`src/rtl/irq_prio_pkg.sv`:
```
package irq_prio_pkg;
    localparam int unsigned REG_ADDR_CMD  = 0;
    localparam int unsigned REG_ADDR_MASK = 1;
    localparam logic [7:0]  EOI_CMD_CODE  = 8'h20;
endpackage

```
`src/rtl/irq_edge_capture.sv`:
```
module irq_edge_capture #(
    parameter int unsigned N = 8
) (
    input  logic [N-1:0] line_i,
    input  logic [N-1:0] prev_i,
    output logic [N-1:0] rise_o
);
    for (genvar g = 0; g < N; g++) begin : g_edge
        assign rise_o[g] = line_i[g] & ~prev_i[g];
    end
endmodule

```
`src/rtl/irq_prio_pick.sv`:
```
module irq_prio_pick #(
    parameter int unsigned N  = 8,
    localparam int unsigned IW = (N > 1) ? $clog2(N) : 1
) (
    input  logic [N-1:0]  req_i,
    output logic [N-1:0]  grant_o,
    output logic [IW-1:0] idx_o,
    output logic          any_o
);
    logic [N:0] lower;
    assign lower[0] = 1'b0;

    for (genvar g = 0; g < N; g++) begin : g_chain
        assign lower[g+1]  = lower[g] | req_i[g];
        assign grant_o[g]  = req_i[g] & ~lower[g];
    end

    assign any_o = lower[N];

    always_comb begin
        idx_o = '0;
        for (int i = N - 1; i >= 0; i--) begin
            if (req_i[i]) idx_o = IW'(i);
        end
    end
endmodule

```
`src/rtl/irq_prio_ctrl.sv`:
```
module irq_prio_ctrl
    import irq_prio_pkg::*;
#(
    parameter int unsigned N        = 8,
    parameter int unsigned DW       = 8,
    parameter logic [7:0]  VEC_BASE = 8'h08
) (
    input  logic          clk,
    input  logic          rst_n,
    input  logic [N-1:0]  irq_i,
    input  logic          inta_i,
    output logic          int_o,
    output logic [DW-1:0] vec_o,
    input  logic          reg_we_i,
    input  logic          reg_addr_i,
    input  logic [DW-1:0] reg_wdata_i,
    input  logic          rd_isr_i,
    output logic [DW-1:0] reg_rdata_o
);
    localparam int unsigned IW = (N > 1) ? $clog2(N) : 1;

    typedef struct packed {
        logic [N-1:0]  irr;
        logic [N-1:0]  isr;
        logic [N-1:0]  mask;
        logic [N-1:0]  prev;
        logic          intr;
        logic [DW-1:0] vec;
    } ctrl_state_t;

    ctrl_state_t st_d, st_q;

    logic [N-1:0]  rise;
    logic [N-1:0]  pend_unmasked;
    logic [N-1:0]  win_onehot;
    logic [IW-1:0] win_idx;
    logic          win_any;
    logic [N-1:0]  isr_low;
    logic [IW-1:0] isr_idx_unused;
    logic          isr_any_unused;
    logic          ack;
    logic          eoi;
    logic          mask_wr;

    irq_edge_capture #(.N(N)) u_edge (
        .line_i (irq_i),
        .prev_i (st_q.prev),
        .rise_o (rise)
    );

    assign pend_unmasked = st_q.irr & ~st_q.mask;

    irq_prio_pick #(.N(N)) u_pick (
        .req_i   (pend_unmasked),
        .grant_o (win_onehot),
        .idx_o   (win_idx),
        .any_o   (win_any)
    );

    irq_prio_pick #(.N(N)) u_isr_pick (
        .req_i   (st_q.isr),
        .grant_o (isr_low),
        .idx_o   (isr_idx_unused),
        .any_o   (isr_any_unused)
    );

    assign ack     = inta_i & st_q.intr & win_any;
    assign eoi     = reg_we_i & (reg_addr_i == 1'(REG_ADDR_CMD))
                     & (reg_wdata_i == DW'(EOI_CMD_CODE));
    assign mask_wr = reg_we_i & (reg_addr_i == 1'(REG_ADDR_MASK));

    always_comb begin
        st_d      = st_q;
        st_d.prev = irq_i;
        st_d.irr  = (st_q.irr & ~(ack ? win_onehot : '0)) | rise;
        st_d.isr  = (st_q.isr & ~(eoi ? isr_low : '0)) | (ack ? win_onehot : '0);
        if (mask_wr) st_d.mask = reg_wdata_i[N-1:0];
        if (ack) st_d.vec = VEC_BASE + DW'(win_idx);
        st_d.intr = (st_q.isr == '0) & win_any & ~ack;
    end

    always_ff @(posedge clk) begin
        if (!rst_n) begin
            st_q.irr  <= '0;
            st_q.isr  <= '0;
            st_q.mask <= '0;
            st_q.prev <= '0;
            st_q.intr <= 1'b0;
            st_q.vec  <= '0;
        end else begin
            st_q <= st_d;
        end
    end

    assign int_o = st_q.intr;
    assign vec_o = st_q.vec;

    always_comb begin
        reg_rdata_o = '0;
        if (reg_addr_i == 1'(REG_ADDR_MASK)) reg_rdata_o[N-1:0] = st_q.mask;
        else if (rd_isr_i)                   reg_rdata_o[N-1:0] = st_q.isr;
        else                                 reg_rdata_o[N-1:0] = st_q.irr;
    end

    // no interrupt raised while a line is in service
    a_r6_no_int_in_service: assert property (@(posedge clk) disable iff (!rst_n)
        (st_q.isr != '0) |-> !int_o);

    // at most one line is ever in service
    a_r7_isr_single: assert property (@(posedge clk) disable iff (!rst_n)
        $onehot0(st_q.isr));

    // acknowledge yields a vector inside the line range and a set in-service bit
    a_r5_vec_range: assert property (@(posedge clk) disable iff (!rst_n)
        ack |=> (vec_o >= DW'(VEC_BASE)) && (vec_o < DW'(VEC_BASE) + DW'(N))
                && (st_q.isr != '0) && !int_o);

    // a masked line is never the one acknowledged
    a_r8_masked_not_won: assert property (@(posedge clk) disable iff (!rst_n)
        ack |-> ((win_onehot & st_q.mask) == '0));

    // the granted line is a pending line and is the only grant
    a_r4_single_grant: assert property (@(posedge clk) disable iff (!rst_n)
        ack |-> ($countones(win_onehot) == 1) && ((win_onehot & st_q.irr) != '0));
endmodule

```
`config.mk`:
```
export PLATFORM = sky130hd
export DESIGN_NAME = irq_prio_ctrl
export DESIGN_NICKNAME = d
export VERILOG_FILES = /design/src/rtl/irq_prio_pkg.sv /design/src/rtl/irq_edge_capture.sv /design/src/rtl/irq_prio_pick.sv /design/src/rtl/irq_prio_ctrl.sv
export SDC_FILE = /design/constraint.sdc
export NUM_CORES = 1
export LEC_CHECK = 0
export ABC_AREA = 1
export BUFFER_PORTS_ARGS = -buffer_cell sky130_fd_sc_hd__clkbuf_2
export CORE_MARGIN = 2
export CORE_UTILIZATION = 30
export DETAILED_ROUTE_END_ITERATION = 8
export GPL_ROUTABILITY_DRIVEN = 0
export HOLD_SLACK_MARGIN = 0.06
export SYNTH_ARGS = -nofsm -noshare
export SYNTH_HDL_FRONTEND = slang
export SYNTH_SLANG_ARGS = --single-unit
export TNS_END_PERCENT = 100
```
`constraint.sdc`:
```
create_clock -name clk -period 1.6 [get_ports clk]
set_clock_uncertainty 0.05 [all_clocks]
set_input_delay 0.16 -clock clk [delete_from_list [all_inputs] [get_ports clk]]
set_output_delay 0.16 -clock clk [all_outputs]
set_load 0.01 [all_outputs]
```
# After elaboration in Yosys (flattened, before gate mapping)

Cells that the tools add are included.

Add/sub/neg operators: 1
Equal/unequal tests: 1
Muxes and demuxes: 12
Bitwise operators: 74
Reduce and logical (&&, ||, !) cells: 1

Operator list:

| cell                | count |
|---|---|
| $mux 8              | 4 |
| $and 1x1->1         | 29 |
| $and 8x8->8         | 3 |
| $mux 3              | 8 |
| $not 1->1           | 24 |
| $not 8->8           | 3 |
| $or 8x8->8          | 2 |
| $or 1x1->1          | 13 |
| $eq 8x6->1 const B  | 1 |
| $logic_not 8->1     | 1 |
| $add 4x3->5 const A | 1 |

Bits in registers: 41
Input bits: 22
Output and inout port bits: 17
Logic and storage cells: 95

# Logic depth before layout (Yosys ltp)

Depth in word-level cells: 14
Gate-level depth with buffers: 10

# Hierarchy

A second synthesis with hierarchy kept.

Cells, all modules: 303
Area total of the unflattened synthesis: 1,995.7 um^2

Modules (own cells, without submodules):

| module           | times used | cells an instance | area each (um^2) |
|---|---|---|---|
| irq_prio_ctrl    | 1          | 217               | 1,597.8 |
| irq_prio_pick    | 2          | 35                | 158.9 |
| irq_edge_capture | 1          | 16                | 80.1 |

# Worst setup path before layout

No wires, ideal clock.

Kind: reg-to-reg
Start: register st_q[21] (netlist bit)
End: register st_q[25] (netlist bit)
Library setup time: 0.115 ns
Arrival time: 1.009 ns
Setup slack: 0.426 ns
Stages on the path, launching flop included: 9
Buffers on the path: 0
Period minus slack after synthesis: 1.174 ns
Cell sequence: dfxtp_1 > inv_1 > nand2_2 > nand2_2 > nor2_2 > nand2_4 > nand2_8 > nor2_1 > o21a_1

Word-level cells in the longest chain between the ends: 9

RTL lines:

| element                  | RTL line            | source |
|---|---|---|
| start, declared          | irq_prio_ctrl.sv:31 | `ctrl_state_t st_d, st_q;` |
| start signal, assigned   | irq_prio_ctrl.sv:91 | `st_q <= st_d;` |
| $not 8->8                | irq_prio_ctrl.sv:51 | `assign pend_unmasked = st_q.irr & ~st_q.mask;` |
| $and 8x8->8              | irq_prio_ctrl.sv:51 |  |
| $or 1x1->1 (4 in series) | irq_prio_pick.sv:14 | `assign lower[g+1] = lower[g] \| req_i[g];` |
| $and 1x1->1              | irq_prio_ctrl.sv:67 | `assign ack = inta_i & st_q.intr & win_any;` |
| $mux 8                   | irq_prio_ctrl.sv:76 | `st_d.isr = (st_q.isr & ~(eoi ? isr_low : '0)) \| (ack ? win_onehot : '0);` |
| $or 8x8->8               | irq_prio_ctrl.sv:76 |  |

Every way passes these cells.
A chain may end at the register's enable or synchronous reset.

# Final worst setup path

Start: register st_q[25] (netlist bit)
End: output reg_rdata_o[0]

Word-level cells in the longest chain between the ends: 2

RTL lines:

| element       | RTL line             | source |
|---|---|---|
| $mux 8        | irq_prio_ctrl.sv:101 | `else if (rd_isr_i) reg_rdata_o[N-1:0] = st_q.isr;` |
| $mux 8        | irq_prio_ctrl.sv:100 | `if (reg_addr_i == 1'(REG_ADDR_MASK)) reg_rdata_o[N-1:0] = st_q.mask;` |
| end, declared | irq_prio_ctrl.sv:18  | `output logic [DW-1:0] reg_rdata_o` |

Every way passes these cells.

==> reports/results.ini <==
[routing]
wl_um = 4110
remaining_drc_errors = 0
avgRoutedWirePerCell_um = 11.42
antenna_left = 0
drtIter0Drc = 82
vias = 1620
dr.pass1.iters = 5
routed_via_density = 4.500

[timing]
fmax_mhz = 685.1
tns_ns = 0
hold_viol = 0
period_needed_ns = 1.460
finalSetupViolations = 0
slew_viol_final = 0
rsz0062_at_grt = no
min_period_over_period_pct = 91.22

[synthesis]
yosysTopAreaCell = dfxtp_1
yosys.area.top_type_share_pct = 41.37
syn_area_per_cell_um2 = 7.278
synthTopCellsByArea = dfxtp_1 (41%), nand2_1 (7.8%), inv_1 (6.5%), a21oi_1 (6.4%), o21ai_0 (5.0%)
syn_area_um2 = 1790
synth_ff_type = dfxtp_1
ys_async_sr_fraction_pct = 0
ys_types = 29
synth-seq-cells = 37
syn_inst = 246
yosys_warnings = 0
ys_seq_area_share_pct = 41.37
synth_edf_count = 0
synthTopCellsByCount = dfxtp_1 (37), nand2_1 (37), inv_1 (31), a21oi_1 (23), nor2_1 (23)

[global_routing]
met3_usage_pct = 2.778
antenna_found_initial = 0
grtUsageMet2_pct = 23.22
grt_use_total_pct = 13.88
groute.layer.met1.usage_pct = 17.85
overflow = 0
grt_pass1_wl_um = 7044
gr-max-usage-layer = met2
grt_max_degree = 17
grt_pass1_vias = 1516

[floorplanning]
dieWidth_um = 81.26
dieHeight_um = 81.26
io_pins = 39
initial_utilization_pct = 30.60
std_cell_rows = 28
die-area_um2 = 6602
core_um2 = 5851

[clock_tree]
cts_setup_buffers = 0
clock-sinks = 37
cts.clk_slew.worst_paths_ns = 0.08
cts_tree = yes
numCtsBuffers = 5
cts-resized-gates = 0
clk_latency_ns = 0.30
htreeDepth = 2
clockBufferDepth = 2
cts-hold-fix-buffers = 8
cts_root_buffer = clkbuf_8

[placed_design]
dpl-instance-area_um2 = 1978
hpwl_um = 3244
portBuffers = 34

[layout]
drive_gt1_share_pct = 25.61
num_antenna_cells = 0
fin_area_um2 = 2150
area.growth.synth_to_final_pct = 20.06
finish.net_count = 306

[power]
power_density_nw_per_um2 = 984.9
power.internal_mw = 1.452
switching_share_pct = 31.40
power_switching_mw = 0.6648
p_comb_share_pct = 19.9
power_frac_clock_pct = 31.8
vdd_drop_max_uv = 424.2
power_leakage_nw = 1.007
seqPwrFrac_pct = 48.3

[critical_path]
path_class = reg2out
cp_max_fo = 3
worstSetupStartpointType = register
arrival_ns = 1.25
endpoint_kind = output port
cp.required_ns = 1.39

[hold_path]
worstHoldPathType = in2reg

[run]
drv_cap = 0

[run_status]
status = finished, final reports clean

-- worst paths after layout --
kind	slack (ns)	start	to	cells after the start
worst max-delay path	0.14	st_q[25]	reg_rdata_o[0]	5
worst max register to register	0.24	st_q[21]	vec_o[0]	9
worst min-delay path	0.10	reg_wdata_i[6]	st_q[23]	3
worst min register to register	0.37	st_q[12]	st_q[36]	1
-- metal layers --
metal  part of all wire (%)  vias to the layer above
met2                     46                       46
met5                      0                        -
met3                    5.6                        9
li1                       -                      848
met4                    1.6                        0
met1                     47                      717
-- per-stage QoR --
stage / hold WS [ns] / utilization [%] / total power [mW] / setup slack, ns / instances
after global routing: 0.1356 / 36.74 / 2.244 / 0.005814 / 360
final: 0.1029 / 36.74 / 2.117 / 0.1404 / 360
after CTS: 0.1071 / 36.74 / 2.134 / 0.1251 / 360
after detailed placement: 0.3125 / 33.81 / 1.455 / 0.2503 / 344
after floorplan: 0.2143 / - / 1.354 / 0.4264 / 249
after global placement: 0.3024 / 33.81 / 1.451 / 0.2627 / 344
-- critical path: stages, from the launching register on --
cell      delay (ns)
dfxtp_1         0.35
inv_1           0.06
o21ai_0         0.15
a21oi_1         0.06
a21oi_1         0.18
clkbuf_2        0.16
-- cell type report --
| type | count | area [um^2] |
|---|---|---|
| Fill cell | 637 | 3701 |
| Multi-Input combinational cell | 162 | 829.5 |
| Sequential cell | 37 | 740.7 |
| Timing Repair Buffer | 43 | 257.7 |
| Inverter | 35 | 136.4 |
| Tap cell | 75 | 93.84 |
| Clock buffer | 5 | 68.82 |
| Clock inverter | 3 | 22.52 |
-- sequential cells by signal, indices dropped and copies added (netlist names) --
register  flops
vec_o         4
int_o         1
st_q         32
-- power groups by stage --
| stage | Sequential, mW | Combinational [mW] | Clock [mW] |
|---|---|---|---|
| final | 1.02 | 0.422 | 0.672 |
| after global routing | 1.03 | 0.481 | 0.730 |
| after CTS | 1.02 | 0.426 | 0.685 |
| after detailed placement | 1.05 | 0.410 | 0 |
| after global placement | 1.04 | 0.407 | 0 |
| after floorplan | 1.04 | 0.315 | 0 |
-- logic make-up after synthesis --
group | share of synthesized area (%)
other | 0.2094
AND/OR/NAND/NOR | 29.77
flip-flops | 41.37
buffers and inverters | 12.93
AO/OA/AOI/OAI | 15.72
-- placed cells by master (no fill, tap or decap) --
master	instances
a21oi_1	23
a221oi_1	1
a22oi_1	2
buf_4	1
clkbuf_2	34
clkbuf_8	5
clkinvlp_4	3
conb_1	4
dfxtp_1	37
dlygate4sd3_1	8
inv_1	31
inv_2	3
inv_6	1
nand2_1	37
nand2_2	13
nand2_4	2
nand2_8	1
nand3_1	16
nand3b_1	1
nand4_1	4
nor2_1	23
nor2_2	3
nor2_4	2
nor3_1	1
o211ai_1	3
o21a_1	1
o21ai_0	18
o21ai_2	1
o21bai_1	1
o22ai_1	1
or2_2	4
Note: power is estimated with default switching activity, not from simulation.
